File: src/rtl/xrt_pkg.sv
package xrt_pkg;

  typedef enum logic {
    MODE_COUNT_NOW = 1'b0,
    MODE_NEXT_LINE = 1'b1
  } xrt_mode_e;

  // Edge qualification: current and previous synchronised level against enables.
  function automatic logic edge_hit(input logic cur, input logic prev,
                                    input logic rise_ok, input logic fall_ok);
    return (rise_ok & cur & ~prev) | (fall_ok & ~cur & prev);
  endfunction

  // Next-line pending state: armed by a hit, consumed when it fires.
  function automatic logic pend_next(input logic active, input logic pend,
                                     input logic hit, input logic fire);
    return active & (pend | hit) & ~fire;
  endfunction

endpackage

File: src/rtl/xrt_pipe_sync.sv
module xrt_pipe_sync #(
  parameter int STAGES = 2
) (
  input  logic clk,
  input  logic rst_n,
  input  logic async_in,
  output logic level,
  output logic prev_level
);
  logic [STAGES-1:0] sr;

  always_ff @(posedge clk) begin
    if (!rst_n) begin
      sr         <= '0;
      prev_level <= 1'b0;
    end else begin
      sr         <= {sr[STAGES-2:0], async_in};
      prev_level <= sr[STAGES-1];
    end
  end

  assign level = sr[STAGES-1];
endmodule

File: src/rtl/xrt_edge_sel.sv
module xrt_edge_sel #(
  parameter int NUM_PIPES = 4,
  localparam int SEL_W = $clog2(NUM_PIPES)
) (
  input  logic [NUM_PIPES-1:0] level,
  input  logic [NUM_PIPES-1:0] prev_level,
  input  logic [SEL_W-1:0]     sel,
  input  logic                 trig_en,
  input  logic                 rise_en,
  input  logic                 fall_en,
  output logic                 trig
);
  import xrt_pkg::*;

  always_comb begin
    trig = 1'b0;
    for (int p = 0; p < NUM_PIPES; p++) begin
      if (sel == SEL_W'(p))
        trig = trig_en & edge_hit(level[p], prev_level[p], rise_en, fall_en);
    end
  end
endmodule

File: src/rtl/xrt_force_ctl.sv
module xrt_force_ctl (
  input  logic clk,
  input  logic rst_n,
  input  logic trig,
  input  logic trig_en,
  input  logic line_mode,
  input  logic line_start,
  input  logic clr_count,
  input  logic clr_line,
  output logic force_count,
  output logic force_vsync,
  output logic count_flag,
  output logic line_flag
);
  import xrt_pkg::*;

  logic      pending;
  logic      fire_count;
  logic      arm_line;
  logic      fire_line;
  logic      line_active;
  xrt_mode_e mode;

  assign mode        = xrt_mode_e'(line_mode);
  assign line_active = trig_en & (mode == MODE_NEXT_LINE);
  assign fire_count  = trig & (mode == MODE_COUNT_NOW);
  assign arm_line    = trig & (mode == MODE_NEXT_LINE);
  assign fire_line   = pending & line_start & line_active;

  always_ff @(posedge clk) begin
    if (!rst_n) begin
      pending     <= 1'b0;
      force_count <= 1'b0;
      force_vsync <= 1'b0;
      count_flag  <= 1'b0;
      line_flag   <= 1'b0;
    end else begin
      pending     <= pend_next(line_active, pending, arm_line, fire_line);
      force_count <= fire_count;
      force_vsync <= fire_line;
      count_flag  <= fire_count | (count_flag & ~clr_count);
      line_flag   <= fire_line | (line_flag & ~clr_line);
    end
  end

  AST_COUNT_MODE_ONLY: assert property (@(posedge clk) disable iff (!rst_n)
    force_count |-> !$past(line_mode));
  AST_VSYNC_AT_LINE: assert property (@(posedge clk) disable iff (!rst_n)
    force_vsync |-> $past(line_start) && $past(pending));
  AST_VSYNC_SINGLE: assert property (@(posedge clk) disable iff (!rst_n)
    force_vsync |-> !pending);
  AST_COUNT_FLAG_SET: assert property (@(posedge clk) disable iff (!rst_n)
    $rose(count_flag) |-> force_count);
  AST_LINE_FLAG_SET: assert property (@(posedge clk) disable iff (!rst_n)
    $rose(line_flag) |-> force_vsync);
  AST_FLAG_HOLD: assert property (@(posedge clk) disable iff (!rst_n)
    (count_flag && !clr_count) |=> count_flag);
  AST_FLAG_CLEAR: assert property (@(posedge clk) disable iff (!rst_n)
    (clr_line && !fire_line) |=> !line_flag);
  AST_DISABLED_QUIET: assert property (@(posedge clk) disable iff (!rst_n)
    !trig_en |=> !force_count && !force_vsync && !pending);
endmodule

File: src/rtl/xpipe_resync_trig.sv
module xpipe_resync_trig #(
  parameter int NUM_PIPES   = 4,
  parameter int SYNC_STAGES = 2
) (
  input  logic                         clk,
  input  logic                         rst_n,
  input  logic [NUM_PIPES-1:0]         src_vsync,
  input  logic [$clog2(NUM_PIPES)-1:0] pipe_sel,
  input  logic                         trig_en,
  input  logic                         rise_en,
  input  logic                         fall_en,
  input  logic                         line_mode,
  input  logic                         line_start,
  input  logic                         clr_count_flag,
  input  logic                         clr_line_flag,
  output logic                         force_count,
  output logic                         force_vsync,
  output logic                         count_occurred,
  output logic                         line_occurred,
  output logic                         reset_occurred
);
  logic [NUM_PIPES-1:0] sync_level;
  logic [NUM_PIPES-1:0] sync_prev;
  logic                 trig;

  for (genvar p = 0; p < NUM_PIPES; p++) begin : g_pipe
    xrt_pipe_sync #(.STAGES(SYNC_STAGES)) i_sync (
      .clk        (clk),
      .rst_n      (rst_n),
      .async_in   (src_vsync[p]),
      .level      (sync_level[p]),
      .prev_level (sync_prev[p])
    );
  end

  xrt_edge_sel #(.NUM_PIPES(NUM_PIPES)) i_sel (
    .level      (sync_level),
    .prev_level (sync_prev),
    .sel        (pipe_sel),
    .trig_en    (trig_en),
    .rise_en    (rise_en),
    .fall_en    (fall_en),
    .trig       (trig)
  );

  xrt_force_ctl i_ctl (
    .clk         (clk),
    .rst_n       (rst_n),
    .trig        (trig),
    .trig_en     (trig_en),
    .line_mode   (line_mode),
    .line_start  (line_start),
    .clr_count   (clr_count_flag),
    .clr_line    (clr_line_flag),
    .force_count (force_count),
    .force_vsync (force_vsync),
    .count_flag  (count_occurred),
    .line_flag   (line_occurred)
  );

  assign reset_occurred = count_occurred | line_occurred;

  AST_NO_DUAL_FORCE: assert property (@(posedge clk) disable iff (!rst_n)
    $onehot0({force_count, force_vsync}));
  AST_STATUS_OR: assert property (@(posedge clk) disable iff (!rst_n)
    (force_count || force_vsync) |-> reset_occurred);
endmodule

File: config.mk
export PLATFORM = sky130hd
export DESIGN_NAME = xpipe_resync_trig
export DESIGN_NICKNAME = d
export VERILOG_FILES = /design/src/rtl/xrt_pkg.sv /design/src/rtl/xrt_pipe_sync.sv /design/src/rtl/xrt_edge_sel.sv /design/src/rtl/xrt_force_ctl.sv /design/src/rtl/xpipe_resync_trig.sv
export SDC_FILE = /design/constraint.sdc
export NUM_CORES = 1
export LEC_CHECK = 0
export BUFFER_PORTS_ARGS = -buffer_cell sky130_fd_sc_hd__buf_2
export CORE_MARGIN = 2
export CORE_UTILIZATION = 45
export CTS_BUF_LIST = sky130_fd_sc_hd__clkbuf_16
export CTS_CLUSTER_DIAMETER = 150
export DETAILED_ROUTE_END_ITERATION = 8
export PLACE_DENSITY = 0.7
export SYNTH_ARGS = -nofsm -noshare
export SYNTH_HDL_FRONTEND = slang
export SYNTH_HIERARCHICAL = 1
export SYNTH_SLANG_ARGS = --single-unit
File: constraint.sdc
create_clock -name clk -period 1.6 [get_ports clk]
set_input_delay 0.16 -clock clk [delete_from_list [all_inputs] [get_ports clk]]
set_output_delay 0.16 -clock clk [all_outputs]
set_load 0.01 [all_outputs]
Yosys cells after proc, flatten, opt, wreduce, memory -nomap -nowiden. Index checks and enable logic that the tools add are counted.

Register bits after elaboration: 17. Input port bits: 15. Output and inout bits: 5. Logic and storage cells: 70.

Equality and inequality tests: 3. Muxes and demuxes: 4. Bitwise operators: 49. Reductions and logical operators: 1.

Operators with widths (number): $and 1x1->1 (29); $not 1->1 (12); $or 1x1->1 (8); $eq 2x2->1 const B (2); $mux 1 (4); $eq 2x1->1 const B (1); $logic_not 2->1 (1).

Logic depth before layout (Yosys ltp).
Word-level depth: 13. Mapped depth: 5.

Hierarchy. The synthesis kept the hierarchy.

By module, submodules not included: xrt_pipe_sync (times used 4, cells each 6, area each 78.8 sq um, sequential area each 60.1 sq um); xrt_force_ctl (times used 1, cells each 16, area each 163.9 sq um, sequential area each 100.1 sq um); xrt_edge_sel (times used 1, cells each 14, area each 108.9 sq um, sequential area each 0.0 sq um); xpipe_resync_trig (times used 1, cells each 1, area each 6.3 sq um, sequential area each 0.0 sq um).

Worst setup path before layout. OpenSTA, ideal clock, no wires.

Path type: flip-flop to flip-flop. Start point: register g_pipe[2].i_sync.sr[1]. End point: register i_ctl.count_flag. Library setup time: 0.116 ns. Arrival time: 1.199 ns. Required time: 1.484 ns. Slack: 0.286 ns. Cell stages (with the launch flop): 6. Buffers on the path: 0. Path through: dfxtp_1 and3b_1 o41ai_1 nor4_1 and3b_1 a31o_1.

Word-level cells in the longest chain between the ends: 9.

RTL lines: start: declaration (RTL line xrt_pipe_sync.sv:10) `logic [STAGES-1:0] sr;`; start signal: assignment (RTL line xrt_pipe_sync.sv:17) `sr <= {sr[STAGES-2:0], async_in};`; $not 1->1 (RTL line xrt_pkg.sv:11) `return (rise_ok & cur & ~prev) | (fall_ok & ~cur & prev);`; $and 1x1->1 (2 in a row) (RTL line xrt_pkg.sv:11); $or 1x1->1 (*) (RTL line xrt_pkg.sv:11); $and 1x1->1 (*) (RTL line xrt_edge_sel.sv:19) `trig = trig_en & edge_hit(level[p], prev_level[p], rise_en, fall_en);`; $mux 1 (*) (2 in a row) (RTL line xrt_edge_sel.sv:18) `if (sel == SEL_W'(p))`; via trig (RTL line xpipe_resync_trig.sv:24) `logic trig;`; $and 1x1->1 (*) (RTL line xrt_force_ctl.sv:26) `assign fire_count = trig & (mode == MODE_COUNT_NOW);`; $or 1x1->1 (*) (RTL line xrt_force_ctl.sv:41) `count_flag <= fire_count | (count_flag & ~clr_count);`; end signal: assignment (RTL line xrt_force_ctl.sv:41); end: declaration (RTL line xrt_force_ctl.sv:12) `output logic count_flag,`.

The timed path passes the listed nets; every way through them passes the cells marked *. A chain may end at the register's enable or synchronous reset.

Worst setup path after layout. Same ends and word-level chain as after synthesis.

==> out/qor.csv <==
metric;value;unit
DRC viols;0;
post-cts sizing count;0;
Worst Reg-to-Reg Cells;5;
die height;40.3;um
Starting Density;46.8;%
WHS Path Cells;2;
Synth warnings;6;
synthesis-to-finish area growth;32.6;%
Total GRT Usage;13.5;%
Slew Limit Fails;0;
Max-Slew Margin vs Limit;77.3;%
CTS Root Cell;clkbuf_16;
Yosys cell types;17;
num rows;13;
CTS tree;yes;
CP peak stage delay;0.33;ns
# clock sinks;17;
ant diodes;0;
Post CTS Setup Buffer Count;0;
Synth Register Bits;17;
first-pass GRT wire length;1370;um
Layout Utilization;62.1;%
Vias;443;
Mapped Cells;55;
Synth Flop Type;dfxtp_1;
sequential share of the synthesized area;57.3;%
worst r2r src;g_pipe[2].i_sync/sr[1];
worst path cell trace;and3b_1 -> o41ai_1 -> nor4_1 -> and3b_1 -> a31o_1;
vias in the first global route;326;
cell family with most CP delay;simple AND/OR/NAND/NOR gates;
Worst-Margin Slew;0.337;ns
RSZ-0062 raised after global routing;false;
max_cap viols;0;
Reg2Reg Capture Point;i_ctl/count_flag;
Peak supply drop;1.08;mV
Setup Total Neg Slack;0;ns
largest net degree at the start of global routing;17;
P_int;803;uW
PD cells;1250;nW/um^2
CP required;1.74;ns
P_sw;180;uW
Hold EP;g_pipe[3].i_sync/sr[0];
class of the worst hold path;in -> reg;
Mapped Nets;70;
status;finished clean;
port bufs;19;
NumNets Final;94;
crit path kind;reg -> reg;
wire per inst;10.1;um
initial antenna violation count;0;
CTS Buf Count;3;
share of cells above drive strength 1;30.8;%
Clk pwr share;49.3;%
Routed WL;938;um
final hold vios;0;
Routed Antenna Nets;0;
Mean Syn Cell Area;10.8;um^2
Slowest-stage cell, CP;dfxtp_1;
cell mode on critical path;and3b_1;
Routability Congestion;0.607;
Top-Level Pins;20;
Die Area;1630;um^2
Hold Buf Count CTS;0;
synthesized area;594;um^2
Crit Path Max Fanout;3;
combinational share of power;5.6;%
minimum clock period;1.40;ns
final setup vio count;0;
DR vias/cell;4.76;
Worst Path Arrival;1.54;ns
worst path buffer plus inverter count;0;
Core Box Area;1270;um^2
Flop pwr share;45.1;%
Post-synth EDFFs;0;
static leakage;0.000369;uW
flop-to-flop setup slack;0.20;ns
crit end category;register;
Die X;40.3;um
fmax;714;MHz
H-Tree Depth;1;
Final period util;87.5;%
DR iter-0 viols;5;
Sw Share;18.3;%
cell count along the critical path;5;
GRT overflow;0;
detailed-placement wirelength estimate;686;um
critical path launch point type;register;
CTS clk-pin slew, worst paths;0.05;ns
Worst Skew;0.00435;ns
asr flop ratio synth;0;%
clk buf depth;2;
Worst Hold Launch;src_vsync[3];
clk_lat worst skew;0.24;ns
Pre-antenna DRT Iters;2;
==> per-stage QoR <==
step | total power (uW) | hold WS [ns] | setup WS, ns | area [um^2] | instances
after floorplan | 477 | 0.282 | 0.286 | 594 | 55
after global placement | 506 | 0.359 | 0.246 | 708 | 89
after detailed placement | 507 | 0.363 | 0.208 | 708 | 89
after CTS | 992 | 0.114 | 0.196 | 788 | 93
after global routing | 1030 | 0.110 | 0.147 | 788 | 93
final | 984 | 0.115 | 0.200 | 788 | 93
==> kinds of logic (layout without fill, tap and decap cells) <==
group                  after synthesis  in the layout  share of synthesized area [%]
AO/OA/AOI/OAI                        5              5                           6.53
buffers and inverters                2             25                           1.26
flip-flops                          17             17                           57.3
AND/OR/NAND/NOR                     31             31                           34.9
==> cells in the final DEF (no fill, tap or decap), types with 2 or more instances in the layout <==
| cell type | Yosys | final |
|---|---|---|
| buf_2 | 0 | 19 |
| dfxtp_1 | 17 | 17 |
| and2_1 | 12 | 12 |
| and3b_1 | 5 | 5 |
| nand3b_1 | 4 | 4 |
| clkbuf_16 | 0 | 3 |
| nand2_1 | 2 | 2 |
| inv_1 | 2 | 2 |
| nand2b_1 | 2 | 2 |
| nor4_1 | 2 | 2 |
==> flip-flops by register name (all words and copies together) (netlist names) <==
| name | count |
|---|---|
| i_ctl/pending | 1 |
| g_pipe.i_sync/sr | 8 |
| g_pipe.i_sync/prev_level | 4 |
| i_ctl/count_flag | 1 |
| i_ctl/line_flag | 1 |
| i_ctl/force_count | 1 |
| i_ctl/force_vsync | 1 |
==> synthesized netlist by cell type, types with 2 or more instances <==
cell | instances | area, um^2
nand3b_1 | 4 | 30.0
nor4_1 | 2 | 12.5
and2_1 | 12 | 75.1
dfxtp_1 | 17 | 340
and3b_1 | 5 | 43.8
nand2_1 | 2 | 7.51
nand2b_1 | 2 | 12.5
inv_1 | 2 | 7.51
==> power groups by stage <==
stage / Combinational (uW) / Sequential (uW) / Clock (uW)
final: 54.8 / 444 / 485
after global routing: 61.1 / 445 / 519
after CTS: 55.0 / 444 / 493
after detailed placement: 54.7 / 452 / 0
after global placement: 54.3 / 452 / 0
after floorplan: 24.8 / 452 / 0
==> how the worst max path moves through the flow <==
| stage | start | endpoint | slack (ns) |
|---|---|---|---|
| floorplan | g_pipe[2].i_sync/sr[1] | i_ctl/count_flag | 0.29 |
| global placement | g_pipe[2].i_sync/sr[1] | i_ctl/count_flag | 0.25 |
| detailed placement | g_pipe[2].i_sync/sr[1] | i_ctl/count_flag | 0.21 |
| CTS | g_pipe[2].i_sync/sr[1] | i_ctl/count_flag | 0.20 |
| global route | g_pipe[2].i_sync/sr[1] | i_ctl/count_flag | 0.15 |
| finish | g_pipe[2].i_sync/sr[1] | i_ctl/count_flag | 0.20 |
==> routing by layer <==
layer  track usage (%)  share of wire [%]  vias up
li1                  -                  -      239
met5                 0                  0        -
met2              16.3                 39       12
met1              18.9                 54      190
met3              6.67                6.2        2
met4              7.50               0.64        0
==> worst register-to-register path, cell delays in order, from the launching register on <==
cell     delay, ns
dfxtp_1       0.33
and3b_1       0.18
o41ai_1       0.30
nor4_1        0.11
and3b_1       0.20
a31o_1        0.18
==> layout make-up <==
class	instances	area, um^2
fillers	110	480
clock buffers	3	75.1
inverters	2	7.51
repair buffers	19	95.1
flip-flops and latches	17	340
well taps	15	18.8
multi-input cells	36	246
clock inverters	1	5.00
Power figures use the tool's default switching activity.
